File: src/rtl/pkt_tx_framer.sv
module pkt_tx_framer #(
  parameter int          LEN_W     = 10,
  parameter logic [31:0] CRC_POLY  = 32'h04C1_1DB7,
  parameter logic [31:0] SYM_START = 32'h0000_00FB,
  parameter logic [31:0] SYM_END   = 32'h0000_00FD,
  parameter logic [31:0] SYM_BAD   = 32'h0000_00FE
) (
  input  logic         clk,
  input  logic         rst_n,
  input  logic         req_i,
  input  logic [127:0] desc_i,
  input  logic         has_data_i,
  output logic         ack_o,
  input  logic         dv_i,
  input  logic [63:0]  data_i,
  output logic         ws_o,
  input  logic         err_i,
  output logic         out_valid_o,
  output logic [31:0]  out_data_o,
  output logic         out_ctrl_o
);
  localparam int CW = LEN_W + 1;

  typedef enum logic [2:0] {S_IDLE, S_HDR, S_PAY, S_CRC, S_END} st_t;

  st_t            st;
  logic [127:0]   hdr;
  logic           hasd, odd_pend, nul;
  logic [1:0]     idx, nb, inc;
  logic [CW-1:0]  rem_rx, rem_tx, len_full;
  logic [63:0]    hold;
  logic [31:0]    crc, hdr_word, lo_w, hi_w;
  logic           take, emit;

  function automatic logic [31:0] crc_step(input logic [31:0] c, input logic [31:0] d);
    logic [31:0] r;
    r = c;
    for (int i = 31; i >= 0; i--) begin
      if (r[31] ^ d[i]) r = (r << 1) ^ CRC_POLY;
      else              r = r << 1;
    end
    return r;
  endfunction

  assign ack_o    = (st == S_IDLE) && req_i;
  assign len_full = {desc_i[96 +: LEN_W] == '0, desc_i[96 +: LEN_W]};
  assign hdr_word = hdr[{~idx, 5'd0} +: 32];
  assign ws_o     = (st != S_PAY) || (rem_rx == '0) || (nb == 2'd2);
  assign take     = (st == S_PAY) && dv_i && !ws_o;
  assign emit     = (st == S_PAY) && (nb != 2'd0);
  assign inc      = (odd_pend || rem_rx == CW'(1)) ? 2'd1 : 2'd2;
  assign lo_w     = odd_pend ? data_i[63:32] : data_i[31:0];
  assign hi_w     = data_i[63:32];

  always_ff @(posedge clk) begin
    if (!rst_n) begin
      st          <= S_IDLE;
      hdr         <= '0;
      hasd        <= 1'b0;
      odd_pend    <= 1'b0;
      nul         <= 1'b0;
      idx         <= '0;
      nb          <= '0;
      rem_rx      <= '0;
      rem_tx      <= '0;
      hold        <= '0;
      crc         <= '1;
      out_valid_o <= 1'b0;
      out_data_o  <= '0;
      out_ctrl_o  <= 1'b0;
    end else begin
      out_valid_o <= 1'b0;
      out_ctrl_o  <= 1'b0;
      if (err_i && (st == S_HDR || st == S_PAY)) nul <= 1'b1;
      case (st)
        S_IDLE: if (ack_o) begin
          hdr         <= desc_i;
          hasd        <= has_data_i;
          odd_pend    <= desc_i[2];
          idx         <= '0;
          nb          <= '0;
          rem_rx      <= len_full;
          rem_tx      <= len_full;
          nul         <= 1'b0;
          crc         <= '1;
          out_valid_o <= 1'b1;
          out_ctrl_o  <= 1'b1;
          out_data_o  <= SYM_START;
          st          <= S_HDR;
        end
        S_HDR: begin
          out_valid_o <= 1'b1;
          out_data_o  <= hdr_word;
          crc         <= crc_step(crc, hdr_word);
          idx         <= idx + 2'd1;
          if (idx == 2'd3) st <= hasd ? S_PAY : S_CRC;
        end
        S_PAY: begin
          if (take) begin
            hold     <= {hi_w, lo_w};
            nb       <= inc;
            rem_rx   <= rem_rx - CW'(inc);
            odd_pend <= 1'b0;
          end else if (emit) begin
            hold <= {32'd0, hold[63:32]};
            nb   <= nb - 2'd1;
          end
          if (emit) begin
            out_valid_o <= 1'b1;
            out_data_o  <= hold[31:0];
            crc         <= crc_step(crc, hold[31:0]);
            rem_tx      <= rem_tx - CW'(1);
            if (rem_tx == CW'(1)) st <= S_CRC;
          end
        end
        S_CRC: begin
          out_valid_o <= 1'b1;
          out_data_o  <= nul ? crc : ~crc;
          st          <= S_END;
        end
        S_END: begin
          out_valid_o <= 1'b1;
          out_ctrl_o  <= 1'b1;
          out_data_o  <= nul ? SYM_BAD : SYM_END;
          st          <= S_IDLE;
        end
        default: st <= S_IDLE;
      endcase
    end
  end

  a_r2_start_after_ack: assert property (@(posedge clk) disable iff (!rst_n)
    ack_o |=> out_valid_o && out_ctrl_o && out_data_o == SYM_START);

  a_r2_ctrl_is_symbol: assert property (@(posedge clk) disable iff (!rst_n)
    (out_valid_o && out_ctrl_o) |->
      (out_data_o == SYM_START || out_data_o == SYM_END || out_data_o == SYM_BAD));

  a_r5_wait_drains: assert property (@(posedge clk) disable iff (!rst_n)
    (ws_o && st == S_PAY) |=> nb == $past(nb) - 2'd1);

  a_r4_no_overrun: assert property (@(posedge clk) disable iff (!rst_n)
    (st == S_PAY) |-> rem_tx >= CW'(nb));

  a_r9_bad_end: assert property (@(posedge clk) disable iff (!rst_n)
    (st == S_END && nul) |=> out_ctrl_o && out_data_o == SYM_BAD);
endmodule

File: config.mk
export PLATFORM = sky130hd
export DESIGN_NAME = pkt_tx_framer
export DESIGN_NICKNAME = d
export VERILOG_FILES = /design/src/rtl/pkt_tx_framer.sv
export SDC_FILE = /design/constraint.sdc
export NUM_CORES = 1
export LEC_CHECK = 0
export BUFFER_PORTS_ARGS = -buffer_cell sky130_fd_sc_hd__clkbuf_2
export CORE_UTILIZATION = 64
export CTS_CLUSTER_SIZE = 16
export DETAILED_ROUTE_END_ITERATION = 7
export PLACE_DENSITY = 0.92
export SLEW_MARGIN = 40
export SYNTH_ARGS = -nofsm -noshare
export SYNTH_HDL_FRONTEND = slang
export SYNTH_SLANG_ARGS = --single-unit
File: constraint.sdc
create_clock -name clk -period 11.6 [get_ports clk]
set_clock_uncertainty 0.1 [all_clocks]
set_input_delay 1.74 -clock clk [delete_from_list [all_inputs] [get_ports clk]]
set_output_delay 1.74 -clock clk [all_outputs]
set_load 0.01 [all_outputs]
Word level (Yosys, flattened, before mapping)
Index checks and enable logic that the tools add are counted.
{ "totals": {"reg_bits": 290, "inputBits": 198, "out_inout_bits": 36, "wordCells": 449} }
{ "op_classes": {"add_sub_neg": 4, "eq_ne": 15, "n_shift": 1, "n_mux": 257, "n_bitwise": 129, "reduce_logical": 29} }
{ "op_table": {"columns": ["cell", "n"], "rows": [
  ["$mux 32", 161],
  ["$mux 27", 64],
  ["$not 14->14", 63],
  ["$pmux 32 s5", 1],
  ["$mux 64", 2],
  ["$shiftx 128x8->32", 1],
  ["$pmux 32 s3", 1],
  ["$xor 1x1->1", 64],
  ["$pmux 11 s2", 2],
  ["$mux 11", 3],
  ["$not 32->32", 1],
  ["$eq 11x1->1 const B", 2],
  ["$reduce_and 3->1", 5],
  ["$mux 3", 4],
  ["$pmux 3 s4", 1],
  ["$logic_not 11->1", 1],
  ["$sub 11x1->11 const B", 1],
  ["$sub 11x2->11", 1],
  ["$logic_not 10->1", 1],
  ["$mux 2", 5],
  ["$mux 1", 8],
  ["$pmux 2 s2", 2],
  ["$reduce_bool 2->1", 4],
  ["$eq 3x2->1 const B", 2],
  ["other kinds (21)", 35]
]} }

Longest topological paths before layout
Gate-level depths: netlist of run 1.
{ "logic_depth": {"ltp_word": 159, "depth_mapped": 15, "depth_no_buf": 13} }

Worst setup path before layout of run 1
Ideal clock, no wire load.
{ "synth_path": {"kind": "register to register", "start": "register idx[0]", "end": "register crc[10]", "setup_ps": 114, "arrival_time_ps": 4212, "required_ps": 11386, "setup_slack_ps": 7174, "stages_incl_launch_ff": 13, "path_buffers": 1, "synth_period_minus_slack_ps": 4426, "cell_sequence": "dfxtp_1 buf_6 mux4_2 xnor2_4 xor3_1 xnor3_1 xor2_1 xnor3_2 xnor2_1 xnor2_1 nor2_1 nand3b_1 a21o_1"} }
{ "synth_via": {"elab_chain_cells": 106, "elab_cells_between_ends": 154, "classes_between": "shift: 1; mux: 95; bitwise: 58"} }
{ "synth_lines": {"columns": ["item", "line", "text"], "rows": [
  ["start, declared", "29", "logic [1:0] idx, nb, inc;"],
  ["start signal, assigned", "95", "idx <= idx + 2'd1;"],
  ["$not 2->2 *", "47", "assign hdr_word = hdr[{~idx, 5'd0} +: 32];"],
  ["$shiftx 128x8->32 *", "47", null],
  ["$xor 1x1->1", "39", "if (r[31] ^ d[i]) r = (r << 1) ^ CRC_POLY;"],
  ["$mux 27", "39", null],
  ["$mux 32", "75", "case (st)"],
  ["$mux 32", "56", "if (!rst_n) begin"],
  ["$not 14->14 (no line)", null, null],
  ["$mux 27", "39", null],
  ["[... 90 more ...]", null, null],
  ["$mux 32, on equally long branches", "75, 56", null],
  ["$mux 32, on equally long branches", "56, 75", null],
  ["$mux 27 or $mux 32 (tied branches)", "39, 56", null],
  ["$mux 32", "75", null],
  ["$mux 32", "56", null],
  ["$not 14->14 (no line) or $xor 1x1->1 (tied branches)", null, null],
  ["$mux 27 *", "39", null],
  ["$pmux 32 s3 *", "75", null],
  ["end signal, assigned", "94", "crc <= crc_step(crc, hdr_word);"],
  ["end signal, assigned", "111", "crc <= crc_step(crc, hold[31:0]);"],
  ["end, declared", "32", "logic [31:0] crc, hdr_word, lo_w, hi_w;"]
]} }
Mark *: on every way between the ends. The rest lies on a longest branch, timed or not. The select of a mux whose other input is x is not followed.
A chain may end at the register's enable or synchronous reset.

Worst setup path after layout of run 1
{ "layout_path": {"start": "register idx[0]", "end": "register crc[9]"} }
{ "layout_via": {"elab_chain_cells": 106, "elab_cells_between_ends": 153, "classes_between": "shift: 1; mux: 95; bitwise: 57"} }
{ "layout_lines": {"columns": ["item", "line"], "rows": [
  ["$not 2->2 *", "47"],
  ["$shiftx 128x8->32 *", "47"],
  ["$xor 1x1->1", "39"],
  ["$mux 27", "39"],
  ["$mux 32", "75"],
  ["$mux 32", "56"],
  ["$not 14->14 (no line)", null],
  ["$mux 27", "39"],
  ["[... 90 more ...]", null],
  ["$mux 32", "75"],
  ["$mux 32", "56"],
  ["$not 14->14 (no line)", null],
  ["$mux 27 *", "39"],
  ["$mux 32 *", "75"],
  ["$mux 32 *", "56"],
  ["$mux 27 *", "39"],
  ["$pmux 32 s3 *", "75"]
]} }
Marks and branches as above.

==> results.cfg, run 1 <==
[routing]
vias = 17300
wl_per_cell_um = 23.1
dr.pass1.iters = 6
wl_mm = 63.2
drc = 0
via_per_inst = 6.32
drtIter0Drc = 2004
ant_nets = 0

[place]
placedCellCount = 2682
hpwlAfterDp_mm = 46.6
port_buffers = 233
gp_congestion = 0.979

[run]
cap_violations = 0

[cts]
cts_hold_buf = 0
postCtsResizedCells = 0
clk_latency_ns = 0.60
numCtsBuffers = 30
cts_tree = done
cts_max_level = 1
cts_num_sinks = 290
clk_path_buf_depth = 3
cts_root_buffer = clkbuf_16
path_clk_slew_ns = 0.06
cts.repair_timing.setup_buffer_count = 0

[yosys]
synthCells = 2188
ys_seq_area_frac = 0.298
synth_commonest_cells = nand2_1, xnor2_1, dfxtp_1
ys_ff_latch = 290
synth_edf_count = 0
async_reset_ff_frac = 0
netlist_top_cells_area = dfxtp_1, xnor2_1, nand2_1, xnor3_1, a21oi_1
yosysTopAreaCell = dfxtp_1
synth.avg_cell_area_sq_um = 8.89
synth_top_area_frac = 0.298
synth_fp_nets = 2394
synthDistinctLibCells = 57
yosysWarnings = 0
syn_area_sq_um = 19500
ys.flop_type = dfxtp_1
synth_most_common_cell = nand2_1

[die]
die_width_um = 176
num_rows = 63
dieArea_sq_um = 31100
core_area_sq_um = 29800
start_util = 0.653
die_height_um = 176
num_io_pins = 234

[timing]
finalMaxSlewViolations = 0
worst_pin_slew_ns = 0.887
slew_headroom = 0.405
rsz0062_at_grt = no
min_period_ns = 5.30
setup_viol = 0
period_share = 0.457
timing.fmax_mhz = 189
hold_viol = 0
finalSetupTns_ns = 0

[global_route]
grt_use_total = 0.401
grt_overflow = 0
grt_antenna_before_repair = 1
grt_pass1_vias = 16300
grt_pass1_wl_mm = 94.4
grt_max_degree = 101

[worst_hold_path]
min_path_type = flip-flop to flip-flop

[layout]
drive_above_1_share = 0.181
final_cells = 2738
area_growth_pct = 12.2
nNetsFinal = 2530
fillers = 2098
fin_util = 0.733

[status]
status = finished clean

[worst_setup_path]
arrival_ns = 5.73
path_class = flip-flop to flip-flop
required_ns = 12.03
path_max_fanout = 25
end_kind = flip-flop
start_kind = flip-flop
==> per-layer routing <==
layer  wire length, um  share of wire  track usage
met1             23800           0.38        0.511
met2             29100           0.46        0.645
met3              6720           0.11       0.0771
met4              3630          0.057        0.213
met5                 0              0            0
==> kinds of logic (layout without fill, tap and decap cells) <==
kind of cell	count (synthesis)	after routing	share of synthesized area
buf+inv	164	323	0.0336
flops	290	290	0.298
simple gates	644	644	0.137
compound gates	457	457	0.140
xor+xnor	562	562	0.331
other cells	0	1	0
fa+ha+maj	8	8	0.00553
mux	63	63	0.0556
==> registers in the layout, summed over array words and instances, names as in the netlist <==
register / cells
st: 3
hold: 64
out_data_o: 32
idx: 2
out_ctrl_o: 1
out_valid_o: 1
rem_tx: 11
nul: 1
odd_pend: 1
crc: 32
rem_rx: 11
nb: 2
hasd: 1
hdr: 128
==> area by class of cell <==
cell class	count	area, sq um	area share
repair buffers	255	1360	0.0624
diodes	1	2.50	0.000115
clock inverters	14	186	0.00854
multi-input cells	1734	13000	0.597
inverters	13	56.3	0.00258
flip-flops and latches	290	5810	0.266
well taps	390	488	0.0223
clock buffers	41	882	0.0404
==> metrics by stage <==
step           setup slack [ns]  hold slack [ns]  area [sq um]
4_1_cts                    6.27            0.355         21800
3_3_place_gp               6.35            0.340         20700
2_1_floorplan              7.17            0.333         19500
6_report                   6.30            0.356         21800
3_5_place_dp               6.35            0.345         20800
5_1_grt                    6.00            0.378         21800
==> worst max-delay path, cell delays in order (launching register included) <==
cell	delay [ns]
dfxtp_2	0.61
buf_4	0.49
mux4_2	0.62
xnor2_2	0.44
xnor2_2	0.25
xnor3_1	0.56
xnor3_1	0.52
xnor3_2	0.58
xnor2_4	0.27
xnor3_1	0.35
a221oi_1	0.29
a21oi_1	0.07
nand2_1	0.08
==> path summary, 6_finish.rpt <==
path	startpoint	to	slack, ns	cells after the start
setup / recovery	idx[0]	crc[9]	6.30	12
hold / removal	hdr[100]	hdr[100]	0.36	2
setup reg to reg	idx[0]	crc[9]	6.30	12
hold reg to reg	hdr[100]	hdr[100]	0.36	2
==> cell usage in the layout (no fill, tap or decap), drive strengths merged, types with 8 or more instances in the layout <==
master / count
buf: 22
nor2b: 35
o22ai: 12
clkbuf: 274
nor3: 9
xnor3: 67
nor2: 126
a21oi: 249
dfxtp: 290
o211ai: 10
mux2: 21
nand2: 402
a211oi: 44
inv: 15
a311oi: 32
mux2i: 8
mux4: 34
xor3: 13
xor2: 101
o21ai: 54
clkinv: 8
xnor2: 381
nand3: 43
a22oi: 26
Power of run 1 is not shown: default switching activity piles up to over one toggle a cycle in this logic, so the estimate is an artifact.
==> inputs of run 2 (changes only) <==
- CORE_UTILIZATION: 64 -> 60
- PLACE_DENSITY: 0.92 -> 0.87
- clock period: 11.6 -> 5.5 ns (I/O delays scaled with it)
==> results.cfg, run 2 (same netlist as run 1, synthesis figures left out) <==
[status]
status = finished clean

[routing]
via_per_inst = 6.19
vias = 17200
wl_mm = 62.0
dr.pass1.iters = 6
wl_per_cell_um = 22.4
drc = 0
drtIter0Drc = 2004
ant_nets = 0

[global_route]
grt_pass1_vias = 16300
grt_max_degree = 163
grt_antenna_before_repair = 1
grt_overflow = 0
grt_use_total = 0.370
grt_pass1_wl_mm = 93.9

[worst_setup_path]
required_ns = 5.81
crit_path_start = idx[0]
reg2reg_to = crc[19]
crit_end = crc[19]
r2r_slack_ns = 0.63
path_max_fanout = 22
ff2ff_path_depth = 12
start_kind = flip-flop
path_class = flip-flop to flip-flop
arrival_ns = 5.18
end_kind = flip-flop
reg2reg_from = idx[0]

[cts]
cts_hold_buf = 0
cts_tree = done
cts.repair_timing.setup_buffer_count = 0
clk_latency_ns = 0.58
cts_num_sinks = 290
path_clk_slew_ns = 0.06
clk_path_buf_depth = 3
numCtsBuffers = 30
postCtsResizedCells = 0
cts_root_buffer = clkbuf_16
cts_max_level = 1

[place]
hpwlAfterDp_mm = 46.7
place_ws_ns = 0.678
port_buffers = 233
gp_congestion = 0.992

[timing]
worst_pin_slew_ns = 0.832
period_share = 0.885
fin_ws_ns = 0.631
setup_viol = 0
timing.fmax_mhz = 205
rsz0062_at_grt = no
slew_headroom = 0.441
min_period_ns = 4.87
finalSetupTns_ns = 0
finalMaxSlewViolations = 0
hold_viol = 0

[run]
cap_violations = 0

[worst_hold_path]
hold-path-cell-count = 2
min_path_type = flip-flop to flip-flop

[layout]
ff_latch_area_sq_um = 5820
mostFrequentLayoutCell = nand2_1
final_cell_mix = nand2_1, xnor2_1, dfxtp_1
nNetsFinal = 2551
reg.largest.list = hdr: 128 flops, hold: 64 flops
fillers = 2437
area_growth_pct = 12.8
multi_input_area_sq_um = 13000
largest_register_ff_count = 128
drive_above_1_share = 0.187
largest_register = hdr
n_antenna_cell = 0

[die]
core_area_sq_um = 31700
start_util = 0.613
die_width_um = 182
num_rows = 65
die_height_um = 182
num_io_pins = 234
dieArea_sq_um = 33200
run 2: changes by cell type in the layout (fill, tap and decap cells not counted), sizes merged:
cell / delta
buf: +21
clkinvlp: +3
bufinv: -1
clkinv: -1
diode: -1
inv: -1
run 2: critical path: stages, from the launching register on:
cell      delay, ns
dfxtp_2        0.51
buf_4          0.43
mux4_2         0.59
xnor2_1        0.25
xor3_1         0.51
xnor3_1        0.46
xor2_1         0.21
buf_4          0.18
xor3_1         0.53
xnor2_1        0.32
xnor3_1        0.37
o22ai_1        0.15
o211ai_1       0.10
run 2: area by class of cell:
cell class | instances | share of cell area
multi-input combinational | 1734 | 0.594
sequential | 290 | 0.265
timing repair buffer | 276 | 0.0686
clock buffer | 41 | 0.0393
tap | 402 | 0.0229
clock inverter | 14 | 0.00758
inverter | 13 | 0.00257
run 2: per-layer routing:
metal,part of all wire,GRT usage,vias up
li1,-,-,7755
met5,0,0,-
met2,0.46,0.599,1045
met4,0.044,0.141,0
met3,0.10,0.0782,195
met1,0.39,0.485,8162
run 2: per-stage QoR:
| stage | instances | utilization | cell area, sq um | hold slack, ns |
|---|---|---|---|---|
| global route | 2770 | 0.692 | 21900 | 0.363 |
| floorplan | 2188 | - | 19500 | 0.333 |
| detailed placement | 2715 | 0.659 | 20900 | 0.347 |
| global placement | 2715 | 0.659 | 20900 | 0.340 |
| CTS | 2770 | 0.692 | 21900 | 0.353 |
| finish | 2770 | 0.692 | 21900 | 0.356 |
run 2: worst min path at each step:
stage,startpoint,endpoint,slack (ns)
6_report,hdr[71],hdr[71],0.36
5_1_grt,desc_i[63],hdr[63],0.36
4_1_cts,desc_i[15],hdr[15],0.35
3_5_place_dp,hdr[81],hdr[81],0.35
3_3_place_gp,hdr[34],hdr[34],0.34
2_1_floorplan,hdr[32],hdr[32],0.33
Power of run 2 is left out for the same reason.
==> inputs of run 3 (changes only) <==
- CORE_UTILIZATION: 60 -> 61
- CTS_BUF_LIST: default -> sky130_fd_sc_hd__clkbuf_8
- PLACE_DENSITY: 0.87 -> 0.88
==> results.cfg, run 3 (same netlist as run 1, synthesis figures left out) <==
[status]
status = finished clean

[cts]
clk_latency_ns = 0.60
cts_hold_buf = 0
cts_root_buffer = clkbuf_8
cts_num_sinks = 290
cts_tree = done
cts_max_level = 2
cts.repair_timing.setup_buffer_count = 0
numCtsBuffers = 47
clk_path_buf_depth = 3
path_clk_slew_ns = 0.06
postCtsResizedCells = 0

[layout]
reg.largest.list = hdr: 128 flops, hold: 64 flops
fillers = 2357
fin_area_sq_um = 21900
area_growth_pct = 12.7
largest_register_ff_count = 128
largest_register = hdr
final_cell_mix = nand2_1, xnor2_1, dfxtp_1
drive_above_1_share = 0.193
mostFrequentLayoutCell = nand2_1
nNetsFinal = 2566

[die]
die_height_um = 181
core_area_sq_um = 31500
start_util = 0.618
die_width_um = 181
num_io_pins = 234
num_rows = 65
dieArea_sq_um = 32600

[timing]
period_share = 0.890
setup_viol = 0
rsz0062_at_grt = no
min_period_ns = 4.90
finalSetupTns_ns = 0
hold_viol = 0
finalMaxSlewViolations = 0
worst_pin_slew_ns = 0.855
slew_headroom = 0.430
holdWs_ns = 0.348
timing.fmax_mhz = 204

[place]
gp_congestion = 1.02
port_buffers = 233
hpwlAfterDp_mm = 47.0
placed_area_sq_um = 20900

[worst_setup_path]
cp_slowest_cell = xor3_1
cp_num_buf_inv = 1
cpPeakStageDelay_ns = 0.66
path_max_fanout = 12
end_kind = flip-flop
cp_cell_sequence = buf_4 -> mux4_2 -> xor2_1 -> xnor2_2 -> xnor3_1 -> xnor3_1 -> xor3_1 -> xnor3_1 -> xor2_1 -> xnor2_1 -> o22ai_1 -> o21ai_1
crit_family = XOR/XNOR gates
start_kind = flip-flop
required_ns = 5.85
path_class = flip-flop to flip-flop
arrival_ns = 5.25
cpMostUsedCell = xnor3_1

[global_route]
grt_pass1_vias = 16400
grt_use_total = 0.378
grt_max_degree = 144
grt_antenna_before_repair = 5
grt_pass1_wl_mm = 95.1
grt_overflow = 0

[routing]
drtIter0Drc = 2071
wl_per_cell_um = 22.4
dr.pass1.iters = 7
ant_nets = 0
wl_mm = 62.4
via_per_inst = 6.17
vias = 17200
drc = 0

[worst_hold_path]
min_path_type = primary input to flip-flop

[run]
cap_violations = 0
## run 3: final timing paths
path | startpoint | cells after the start | end | slack [ns]
worst max-delay path | idx[0] | 12 | crc[14] | 0.60
worst min-delay path | desc_i[32] | 3 | hdr[32] | 0.35
worst max register to register | idx[0] | 12 | crc[14] | 0.60
worst min register to register | hdr[65] | 2 | hdr[65] | 0.35
## run 3: final cells by class
type	instances	area, sq um	share of cell area
clock inverters	17	150	0.00685
flip-flops and latches	290	5820	0.265
diodes	1	2.50	0.000114
inverters	13	58.8	0.00268
repair buffers	274	1490	0.0680
clock buffers	62	853	0.0389
multi-input cells	1734	13000	0.595
well taps	402	503	0.0229
## run 3: per-stage QoR
| step | utilization | cells | setup slack [ns] |
|---|---|---|---|
| floorplan | - | 2188 | 1.07 |
| global placement | 0.663 | 2713 | 0.687 |
| detailed placement | 0.664 | 2713 | 0.664 |
| CTS | 0.696 | 2792 | 0.604 |
| global route | 0.696 | 2793 | 0.367 |
| finish | 0.696 | 2793 | 0.603 |
## run 3: per-layer routing
metal  track usage  vias to the layer above  wire, um
met5             0                        -        50
met4         0.187                        8      3330
met3        0.0689                      214      6180
met2         0.607                     1041     28500
met1         0.490                     8169     24400
li1              -                     7792         -
## run 3: tightest hold or removal path: stages
cell and delay [ns]:
clkbuf_2 0.08, nand2_1 0.05, a21oi_1 0.05
Power of run 3 is left out for the same reason.
